<file path="src/rtl/prb_pkg.sv">
`timescale 1ns/1ps
package prb_pkg;
    parameter int ADDR_W = 8;
    parameter int DATA_W = 8;
    localparam int NSLOT = 1 << ADDR_W;

    typedef enum logic [2:0] {
        K_PLAIN, K_DIV, K_IRQF, K_IRQE, K_DMA, K_SND, K_SNDLEN, K_MASTER
    } reg_kind_e;

    typedef struct packed {
        logic              hit;
        reg_kind_e         kind;
        logic [DATA_W-1:0] mask;
        logic [DATA_W-1:0] init;
    } reg_info_t;

    typedef struct packed {
        logic              store;
        logic              fwd;
        logic [DATA_W-1:0] val;
    } wr_res_t;

    localparam logic [ADDR_W-1:0] A_DMA    = 8'h05;
    localparam logic [ADDR_W-1:0] A_DIV    = 8'h0C;
    localparam logic [ADDR_W-1:0] A_IRQF   = 8'h10;
    localparam logic [ADDR_W-1:0] A_IRQE   = 8'h11;
    localparam logic [ADDR_W-1:0] A_MASTER = 8'h34;
    localparam logic [DATA_W-1:0] IRQ_HI   = 8'hE0;

    function automatic reg_info_t mk(reg_kind_e k, logic [7:0] m, logic [7:0] i);
        reg_info_t r;
        r.hit = 1'b1; r.kind = k; r.mask = m; r.init = i;
        return r;
    endfunction

    function automatic reg_info_t prb_info(logic [ADDR_W-1:0] a);
        reg_info_t r;
        r = '0;
        case (a)
            8'h00: r = mk(K_PLAIN,  8'h00, 8'h91);
            8'h01: r = mk(K_PLAIN,  8'h80, 8'h00);
            8'h02: r = mk(K_PLAIN,  8'h00, 8'hFC);
            8'h03: r = mk(K_PLAIN,  8'h00, 8'hFF);
            8'h04: r = mk(K_PLAIN,  8'h00, 8'hFF);
            8'h05: r = mk(K_DMA,    8'h00, 8'h00);
            8'h08: r = mk(K_PLAIN,  8'h00, 8'h00);
            8'h09: r = mk(K_PLAIN,  8'h7E, 8'h00);
            8'h0C: r = mk(K_DIV,    8'h00, 8'h00);
            8'h0D: r = mk(K_PLAIN,  8'h00, 8'h00);
            8'h0E: r = mk(K_PLAIN,  8'h00, 8'h00);
            8'h0F: r = mk(K_PLAIN,  8'hF8, 8'h00);
            8'h10: r = mk(K_IRQF,   8'hE0, 8'h01);
            8'h11: r = mk(K_IRQE,   8'hE0, 8'h00);
            8'h20: r = mk(K_SND,    8'h80, 8'h80);
            8'h21: r = mk(K_SND,    8'h3F, 8'hBF);
            8'h22: r = mk(K_SND,    8'h00, 8'hF3);
            8'h23: r = mk(K_SND,    8'hFF, 8'hF3);
            8'h24: r = mk(K_SND,    8'hBF, 8'hBF);
            8'h25: r = mk(K_SND,    8'h3F, 8'h3F);
            8'h26: r = mk(K_SND,    8'h00, 8'h00);
            8'h27: r = mk(K_SND,    8'hFF, 8'h00);
            8'h28: r = mk(K_SND,    8'hBF, 8'hBF);
            8'h29: r = mk(K_SND,    8'h7F, 8'h7F);
            8'h2A: r = mk(K_SNDLEN, 8'h00, 8'hFF);
            8'h2B: r = mk(K_SND,    8'h9F, 8'h9F);
            8'h2C: r = mk(K_SND,    8'hFF, 8'h00);
            8'h2D: r = mk(K_SND,    8'hBF, 8'hBF);
            8'h2E: r = mk(K_SNDLEN, 8'h00, 8'hFF);
            8'h2F: r = mk(K_SND,    8'h00, 8'h00);
            8'h30: r = mk(K_SND,    8'h00, 8'h00);
            8'h31: r = mk(K_SND,    8'hBF, 8'hBF);
            8'h32: r = mk(K_SND,    8'h00, 8'h77);
            8'h33: r = mk(K_SND,    8'h00, 8'hF3);
            8'h34: r = mk(K_MASTER, 8'h70, 8'hF1);
            default: r = '0;
        endcase
        return r;
    endfunction

    // Shared by CPU writes and by the reset loader.
    function automatic wr_res_t prb_filter(reg_kind_e k, logic [DATA_W-1:0] d,
                                           logic snd_on, logic compat);
        wr_res_t r;
        r.store = 1'b1;
        r.fwd   = 1'b0;
        r.val   = d;
        case (k)
            K_DIV:    begin r.store = 1'b0; r.val = '0; end
            K_IRQF:   r.val = d | IRQ_HI;
            K_SND:    begin r.fwd = snd_on; r.val = snd_on ? d : '0; end
            K_SNDLEN: begin
                r.fwd = snd_on | compat;
                r.val = (snd_on | compat) ? d : '0;
            end
            K_MASTER: begin r.fwd = 1'b1; r.val = d & 8'h80; end
            default:  ;
        endcase
        return r;
    endfunction
endpackage

</file>
<file path="src/rtl/prb_wr_policy.sv">
`timescale 1ns/1ps
module prb_wr_policy
    import prb_pkg::*;
#(
    parameter bit LEN_COMPAT = 1'b1
) (
    input  logic              clk,
    input  logic              rst,
    input  logic [ADDR_W-1:0] addr_i,
    input  logic [DATA_W-1:0] wdata_i,
    input  logic              we_i,
    input  logic              snd_on_i,
    output logic              store_en_o,
    output logic [DATA_W-1:0] store_val_o,
    output logic              div_clr_o,
    output logic              dma_go_o,
    output logic [15:0]       dma_src_o,
    output logic              irq_upd_o,
    output logic              snd_wr_o
);
    logic      hit;
    reg_kind_e kind;
    wr_res_t   res;
    logic      we_ok;

    assign hit   = prb_info(addr_i).hit;
    assign kind  = prb_info(addr_i).kind;
    assign res   = prb_filter(kind, wdata_i, snd_on_i, LEN_COMPAT);
    assign we_ok = we_i && !rst && hit;

    assign store_en_o  = we_ok && res.store;
    assign store_val_o = res.val;
    assign div_clr_o   = we_ok && (kind == K_DIV);
    assign dma_go_o    = we_ok && (kind == K_DMA);
    assign dma_src_o   = {wdata_i, 8'h00};
    assign irq_upd_o   = we_ok && (kind == K_IRQF || kind == K_IRQE);
    assign snd_wr_o    = we_ok && res.fwd;


    strobe_onehot_chk: assert property (@(posedge clk) disable iff (rst)
        $onehot0({div_clr_o, dma_go_o, irq_upd_o, snd_wr_o}));

    reset_quiet_chk: assert property (@(posedge clk)
        rst |-> !(div_clr_o || dma_go_o || irq_upd_o || snd_wr_o));

    snd_gate_chk: assert property (@(posedge clk) disable iff (rst)
        (snd_wr_o && !snd_on_i) |-> (kind == K_SNDLEN || kind == K_MASTER));
endmodule

</file>
<file path="src/rtl/prb_reg_array.sv">
`timescale 1ns/1ps
module prb_reg_array
    import prb_pkg::*;
#(
    parameter bit LEN_COMPAT = 1'b1
) (
    input  logic              clk,
    input  logic              rst,
    input  logic [ADDR_W-1:0] addr_i,
    input  logic              store_en_i,
    input  logic [DATA_W-1:0] store_val_i,
    input  logic [3:0]        snd_chan_i,
    output logic [DATA_W-1:0] slot_o [NSLOT]
);
    for (genvar a = 0; a < NSLOT; a++) begin : g_slot
        localparam reg_info_t INF = prb_info(ADDR_W'(a));
        localparam wr_res_t   RST = prb_filter(INF.kind, INF.init, 1'b1, LEN_COMPAT);
        logic wr_hit;
        assign wr_hit = store_en_i && (addr_i == ADDR_W'(a));

        if (INF.hit && INF.kind == K_MASTER) begin : g_master
            logic [DATA_W-1:0] q;
            always_ff @(posedge clk) begin
                if (rst) q <= RST.val;
                else     q <= {(wr_hit ? store_val_i[7] : q[7]), 3'b000, snd_chan_i};
            end
            assign slot_o[a] = q;
        end else if (INF.hit && INF.kind != K_DIV) begin : g_reg
            logic [DATA_W-1:0] q;
            always_ff @(posedge clk) begin
                if (rst)         q <= RST.val;
                else if (wr_hit) q <= store_val_i;
            end
            assign slot_o[a] = q;
        end else begin : g_none
            assign slot_o[a] = '0;
        end
    end


    irqf_top_chk: assert property (@(posedge clk) disable iff (rst)
        slot_o[A_IRQF][7:5] == 3'b111);

    master_mid_chk: assert property (@(posedge clk) disable iff (rst)
        slot_o[A_MASTER][6:4] == 3'b000);
endmodule

</file>
<file path="src/rtl/prb_rd_mux.sv">
`timescale 1ns/1ps
module prb_rd_mux
    import prb_pkg::*;
(
    input  logic [ADDR_W-1:0] addr_i,
    input  logic [DATA_W-1:0] slot_i [NSLOT],
    input  logic [DATA_W-1:0] tmr_div_i,
    output logic [DATA_W-1:0] rdata_o
);
    reg_info_t         info;
    logic [DATA_W-1:0] raw;

    always_comb begin
        info = prb_info(addr_i);
        raw  = (info.kind == K_DIV) ? tmr_div_i : slot_i[addr_i];
        rdata_o = info.hit ? (raw | info.mask) : '1;
    end
endmodule

</file>
<file path="src/rtl/periph_regbank.sv">
`timescale 1ns/1ps
module periph_regbank
    import prb_pkg::*;
#(
    parameter bit LEN_COMPAT = 1'b1
) (
    input  logic        clk,
    input  logic        rst,
    input  logic [7:0]  cpu_addr_i,
    input  logic [7:0]  cpu_wdata_i,
    input  logic        cpu_we_i,
    output logic [7:0]  cpu_rdata_o,
    input  logic        snd_on_i,
    input  logic [3:0]  snd_chan_i,
    input  logic [7:0]  tmr_div_i,
    output logic        div_clr_o,
    output logic        dma_go_o,
    output logic [15:0] dma_src_o,
    output logic        irq_upd_o,
    output logic        snd_wr_o
);
    logic              store_en;
    logic [DATA_W-1:0] store_val;
    logic [DATA_W-1:0] slot [NSLOT];

    prb_wr_policy #(.LEN_COMPAT(LEN_COMPAT)) u_pol (
        .clk(clk), .rst(rst), .addr_i(cpu_addr_i), .wdata_i(cpu_wdata_i),
        .we_i(cpu_we_i), .snd_on_i(snd_on_i), .store_en_o(store_en),
        .store_val_o(store_val), .div_clr_o(div_clr_o), .dma_go_o(dma_go_o),
        .dma_src_o(dma_src_o), .irq_upd_o(irq_upd_o), .snd_wr_o(snd_wr_o)
    );

    prb_reg_array #(.LEN_COMPAT(LEN_COMPAT)) u_arr (
        .clk(clk), .rst(rst), .addr_i(cpu_addr_i), .store_en_i(store_en),
        .store_val_i(store_val), .snd_chan_i(snd_chan_i), .slot_o(slot)
    );

    prb_rd_mux u_rd (
        .addr_i(cpu_addr_i), .slot_i(slot), .tmr_div_i(tmr_div_i),
        .rdata_o(cpu_rdata_o)
    );

    // Tracks a gated sound write so the stored byte can be checked next cycle.
    logic              gate_q;
    logic [ADDR_W-1:0] gate_addr_q;
    always_ff @(posedge clk) begin
        gate_q      <= !rst && cpu_we_i && !snd_on_i && (prb_info(cpu_addr_i).kind == K_SND);
        gate_addr_q <= cpu_addr_i;
    end


    gated_zero_chk: assert property (@(posedge clk) disable iff (rst)
        gate_q |-> slot[gate_addr_q] == 8'h00);

    div_pulse_chk: assert property (@(posedge clk) disable iff (rst)
        (cpu_we_i && cpu_addr_i == A_DIV) |-> (div_clr_o && !snd_wr_o));

    unk_rd_chk: assert property (@(posedge clk) disable iff (rst)
        !prb_info(cpu_addr_i).hit |-> cpu_rdata_o == 8'hFF);
endmodule

</file>
<file path="config.mk">
export PLATFORM = sky130hd
export DESIGN_NAME = periph_regbank
export DESIGN_NICKNAME = d
export VERILOG_FILES = /design/src/rtl/prb_pkg.sv /design/src/rtl/prb_wr_policy.sv /design/src/rtl/prb_reg_array.sv /design/src/rtl/prb_rd_mux.sv /design/src/rtl/periph_regbank.sv
export SDC_FILE = /design/constraint.sdc
export NUM_CORES = 1
export LEC_CHECK = 0
export BUFFER_PORTS_ARGS = -buffer_cell sky130_fd_sc_hd__buf_4
export CAP_MARGIN = 20
export CORE_MARGIN = 3
export CORE_UTILIZATION = 35
export CTS_CLUSTER_DIAMETER = 150
export CTS_CLUSTER_SIZE = 28
export DETAILED_ROUTE_END_ITERATION = 10
export SLEW_MARGIN = 20
export SYNTH_ARGS = -nofsm -noshare
export SYNTH_HDL_FRONTEND = slang
export SYNTH_HIERARCHICAL = 1
export SYNTH_SLANG_ARGS = --single-unit
</file>
<file path="constraint.sdc">
create_clock -name clk -period 5.3 [get_ports clk]
set_input_delay 0.265 -clock clk [delete_from_list [all_inputs] [get_ports clk]]
set_output_delay 0.265 -clock clk [all_outputs]
set_load 0.01 [all_outputs]
</file>
* Word level (Yosys, flattened, before mapping)
Memory sizes are Yosys's and may differ from the RTL's.
Index checks and enable logic that the tools add are counted.
Widths: inputs -> output; s select.
** Storage, ports and cells
- Bits of input ports :: 32
- Memories kept :: 3
- Memory bits (read-only) :: 3840
- Output and inout port bits :: 28
- Bits in registers :: 272
** Memories
- (no name shown) :: depth 64, width 20, rd ports 1, clocked after Yosys merged registers in 0, write ports 0, RTL line prb_pkg.sv:40 : case (a)
- (no name shown) :: depth 64, width 20, rd ports 1, clocked after Yosys merged registers in 0, write ports 0, RTL line prb_pkg.sv:40
- (no name shown) :: depth 64, width 20, rd ports 1, clocked after Yosys merged registers in 0, write ports 0, RTL line prb_pkg.sv:40
** Cells by class
- Bitwise gates (word level) :: 2
- Reductions and logical operators :: 46
- Equality and inequality tests :: 41
- Order comparisons :: 1
- Mux-type cells :: 12
** Operators by type and width (number)
- $eq 8x6->1 const B :: 21
- $bmux 8 s8 :: 1
- $logic_and 1x1->1 :: 41
- $eq 8x4->1 const B :: 5
- $mux 20 :: 2
- $mux 8 :: 5
- $pmux 8 s4 :: 1
- $mux 19 :: 1
- $eq 8x2->1 const B :: 2
- $eq 8x3->1 const B :: 2
- $eq 8x5->1 const B :: 2
- $eq 3x3->1 const B :: 4
- $ge 9x9->1 const B :: 1
- $not 8->9 :: 1
- $eq 8x1->1 const B :: 1
- $logic_not 8->1 :: 1
- $or 8x8->8 :: 1
- $eq 3x1->1 const B :: 2
- $eq 3x2->1 const B :: 2
- $logic_not 2->1 :: 1
- $pmux 1 s2 :: 1
- $reduce_or 2->1 :: 1
- $logic_not 1->1 :: 1
- $logic_or 1x1->1 :: 1
- $mux 1 :: 1

* Logic depth before layout (Yosys ltp)
- Depth after elaboration :: 7
- Mapped depth :: 14
- Depth with buffers taken out :: 9

* Hierarchy
The synthesis kept the hierarchy.
** Modules (own cells, without submodules)
- prb_reg_array :: times used 1, cells an instance 2727, area an instance 23721.5 um^2
- prb_rd_mux :: times used 1, cells an instance 551, area an instance 6558.8 um^2
- prb_wr_policy :: times used 1, cells an instance 79, area an instance 544.3 um^2

* Least setup slack after synthesis
Ideal clock, no wire load.
- Path type :: input-to-output
- Start :: in cpu_addr_i[1]
- End :: out cpu_rdata_o[3]
- Data arrival time :: 2.571 ns
- Cell stages on the path :: 12
- Setup slack :: 2.464 ns
- Path buffers :: 4
- Path through :: buf_2 -> inv_2 -> buf_6 -> buf_2 -> buf_2 -> ha_1 -> nand2b_1 -> o32ai_1 -> nand2_1 -> nor2_1 -> or3_1 -> o311ai_1
** On the way
- Cells in the longest elaborated chain, start to end :: 7
- Elaborated cells on any way between the ends :: 10
- Those cells by class :: eq/ne (1); mux (6); bitwise (2); memory (1)
** RTL lines
- start: declaration :: RTL line periph_regbank.sv:9 : input logic [7:0] cpu_addr_i,
- $not 8->9 (implied by the code) :: RTL line prb_rd_mux.sv:15 : raw = (info.kind == K_DIV) ? tmr_div_i : slot_i[addr_i];
- $bmux 8 s8 :: RTL line prb_rd_mux.sv:15
- $mux 8 (implied by the code) (2 in a row) :: RTL line prb_rd_mux.sv:15
- $mux 8 :: RTL line prb_rd_mux.sv:15
- $or 8x8->8 :: RTL line prb_rd_mux.sv:16 : rdata_o = info.hit ? (raw | info.mask) : '1;
- $mux 8 (*) :: RTL line prb_rd_mux.sv:16
- end: declaration :: RTL line periph_regbank.sv:12 : output logic [7:0] cpu_rdata_o,
Mark *: on every way between the ends. The rest lies on a longest branch, timed or not. The select of a mux whose other input is x is not followed.

* Worst setup path after layout
- Start :: in cpu_addr_i[0]
- End :: out cpu_rdata_o[3]
Same word-level chain as after synthesis.

==> metrics.md <==
| Metric | Value |
|---|---|
| Post-route setup slack | `1.634 ns` |
| Power density cells | `193.2 nW/um^2` |
| Pin count of the biggest net entering global routing | `119` |
| Cell count of the worst reg-to-reg path | `2` |
| Initial antenna violation count | `2` |
| Proportion of layout cells with a drive suffix above 1 | `13.59%` |
| Worst Hold Class | `in2reg` |
| Max VDD drop | `161.2 uV` |
| I/O pin total | `60` |
| Die W | `249.4 um` |
| Row Count | `88` |
| Nature of the critical path startpoint | `input pin` |
| NumNets Final | `1,987` |
| HPWL Detailed | `~33 mm` |
| Max-slew violations | `0` |
| Cell count after placement | `2,697` |
| Final setup viols | `0` |
| Filler cells | `5,879` |
| I/O Buffers | `51` |
| Rel. slew slack | `22.84%` |
| Status | `finished clean` |
| WP data required | `between 5 and 6 ns` |
| Clock Latency Late Sink | `0.49 ns` |
| Initial DRC Count | `828` |
| Tightest Pin Transition | `about 1.2 ns` |
| Total GRT Usage | `15.69%` |
| Clock H-tree levels | `1` |
| CTS Buf Count | `13` |
| Fin. Hold Viols | `0` |
| Mean Syn Cell Area | `10.30 sq um` |
| Pleak | `9.087 nW` |
| Synth warn | `6` |
| Clock transition at path regs | `around 0.11 ns` |
| Initial Util | `35.67%` |
| Drt first pass iters | `5` |
| Via density | `slightly below 5` |
| Class of the most critical setup path | `in2out` |
| Fin crit share | `69.17%` |
| Layout area overhead | `-3.240%` |
| CTS tree | `done` |
| WL final | `49.95 mm` |
| Post-route setup TNS | `0 ns` |
| Drt drc | `0` |
| Period minus WS final | `between 3 and 4 ns` |
| Layout Utilization | `34.51%` |
| Fin cells | `2,715` |
| RSZ-0062 raised after global routing | `no` |
| Post-synthesis cell count | `2,013` |
| Fmax | `between 200 and 300 MHz` |
| Max-cap violation count | `0` |
| Mean routed wirelength per cell | `18.40 um` |
| Die Footprint | `62,200 sq um` |
| CTS Root Cell | `clkbuf_16` |
| First-pass GRT wire length | `76.89 mm` |
| Post_cts resized | `0` |
| Hold Crit Depth | `2` |
| Antenna Nets Post-Route | `0` |
| Clk sinks | `269` |
| Ant. Diodes | `0` |
| Total core area | `58,140 sq um` |
| CP arrival | `3.40 ns` |
| Congestion Overflow GR | `0` |
| Pre-CTS WS | `1.579 ns` |
| Clock Skew | `0 ns` |
| Die height | `249.4 um` |
| Cell Area, Synth | `20,730 sq um` |
| CP Max Fanout | `85` |
| CP Capture Type | `output pin` |
| Vias in the first global route | `around 13k` |
| Vias | `13.17k` |
| Worst-case clock buffer depth | `3` |
| GPL Wtd Cong | `0.8050` |
[critical path, stage by stage]
cell and delay [ns]:
buf_8 0.61, ha_1 0.31, nand2b_1 0.11, o32ai_1 0.48, nand2_1 0.18, nor2_1 0.68, or3_1 0.25, o311ai_1 0.18
buf_4 0.23
[final timing paths]
check,start,end,slack [ns]
max reg2reg,u_arr/g_slot[36].g_reg.q[1],u_arr/g_slot[36].g_reg.q[1],4.61
max,cpu_addr_i[0],cpu_rdata_o[3],1.63
min,snd_chan_i[3],u_arr/g_slot[52].g_master.q[3],0.03
min reg2reg,u_arr/g_slot[2].g_reg.q[0],u_arr/g_slot[2].g_reg.q[0],0.48
[metal layers]
layer,GRT usage [%],vias up,share of wire [%]
li1,-,6172,-
met1,21.13,6637,45
met2,26.74,298,47
met3,2.251,63,5.6
met4,3.415,2,1.9
met5,0,-,0.026
[layout make-up]
cell class | count | area, sq um | area share [%]
flip-flops and latches | 269 | 5385 | 26.84
clock inverters | 1 | 16.27 | 0.08107
repair buffers | 77 | 650.6 | 3.243
multi-input cells | 1579 | 12690 | 63.24
well taps | 765 | 957.2 | 4.771
clock buffers | 13 | 325.3 | 1.621
inverters | 11 | 41.29 | 0.2058
[repair_timing]
action,4_1_cts,5_1_grt
endpoints found under the hold margin,3,0
setup buffers,0,0
hold buffers,3,0
[power by group]
group	switching, W	internal (W)	total (W)
registers	0.00000121	0.00202	0.00202
clock network	0.000650	0.000452	0.00110
logic	0.000437	0.000314	0.000751
[cells in the final DEF, fill, tap and decap left out, types with 29 or more instances in the layout]
cell      count
nand2_1      29
buf_4        67
mux4_2      129
nor2_1      156
o22ai_1      31
conb_1      443
mux2i_1     376
nand2b_1    149
dfxtp_1     269
[metrics by stage]
stage	area (sq um)	hold slack (ns)	power, W
6_report	20060	0.02591	0.003876
3_5_place_dp	19670	0.4618	0.002792
5_1_grt	20060	0.05143	0.004040
3_3_place_gp	19660	0.4538	0.002785
2_1_floorplan	22390	0.3932	0.002868
4_1_cts	20040	0.02486	0.003892
[state kept, by name, indices dropped and copies added, names as in the netlist]
name and count:
u_arr/g_slot.g_reg.q 264, u_arr/g_slot.g_master.q 5
Power figures use the tool's default switching activity.
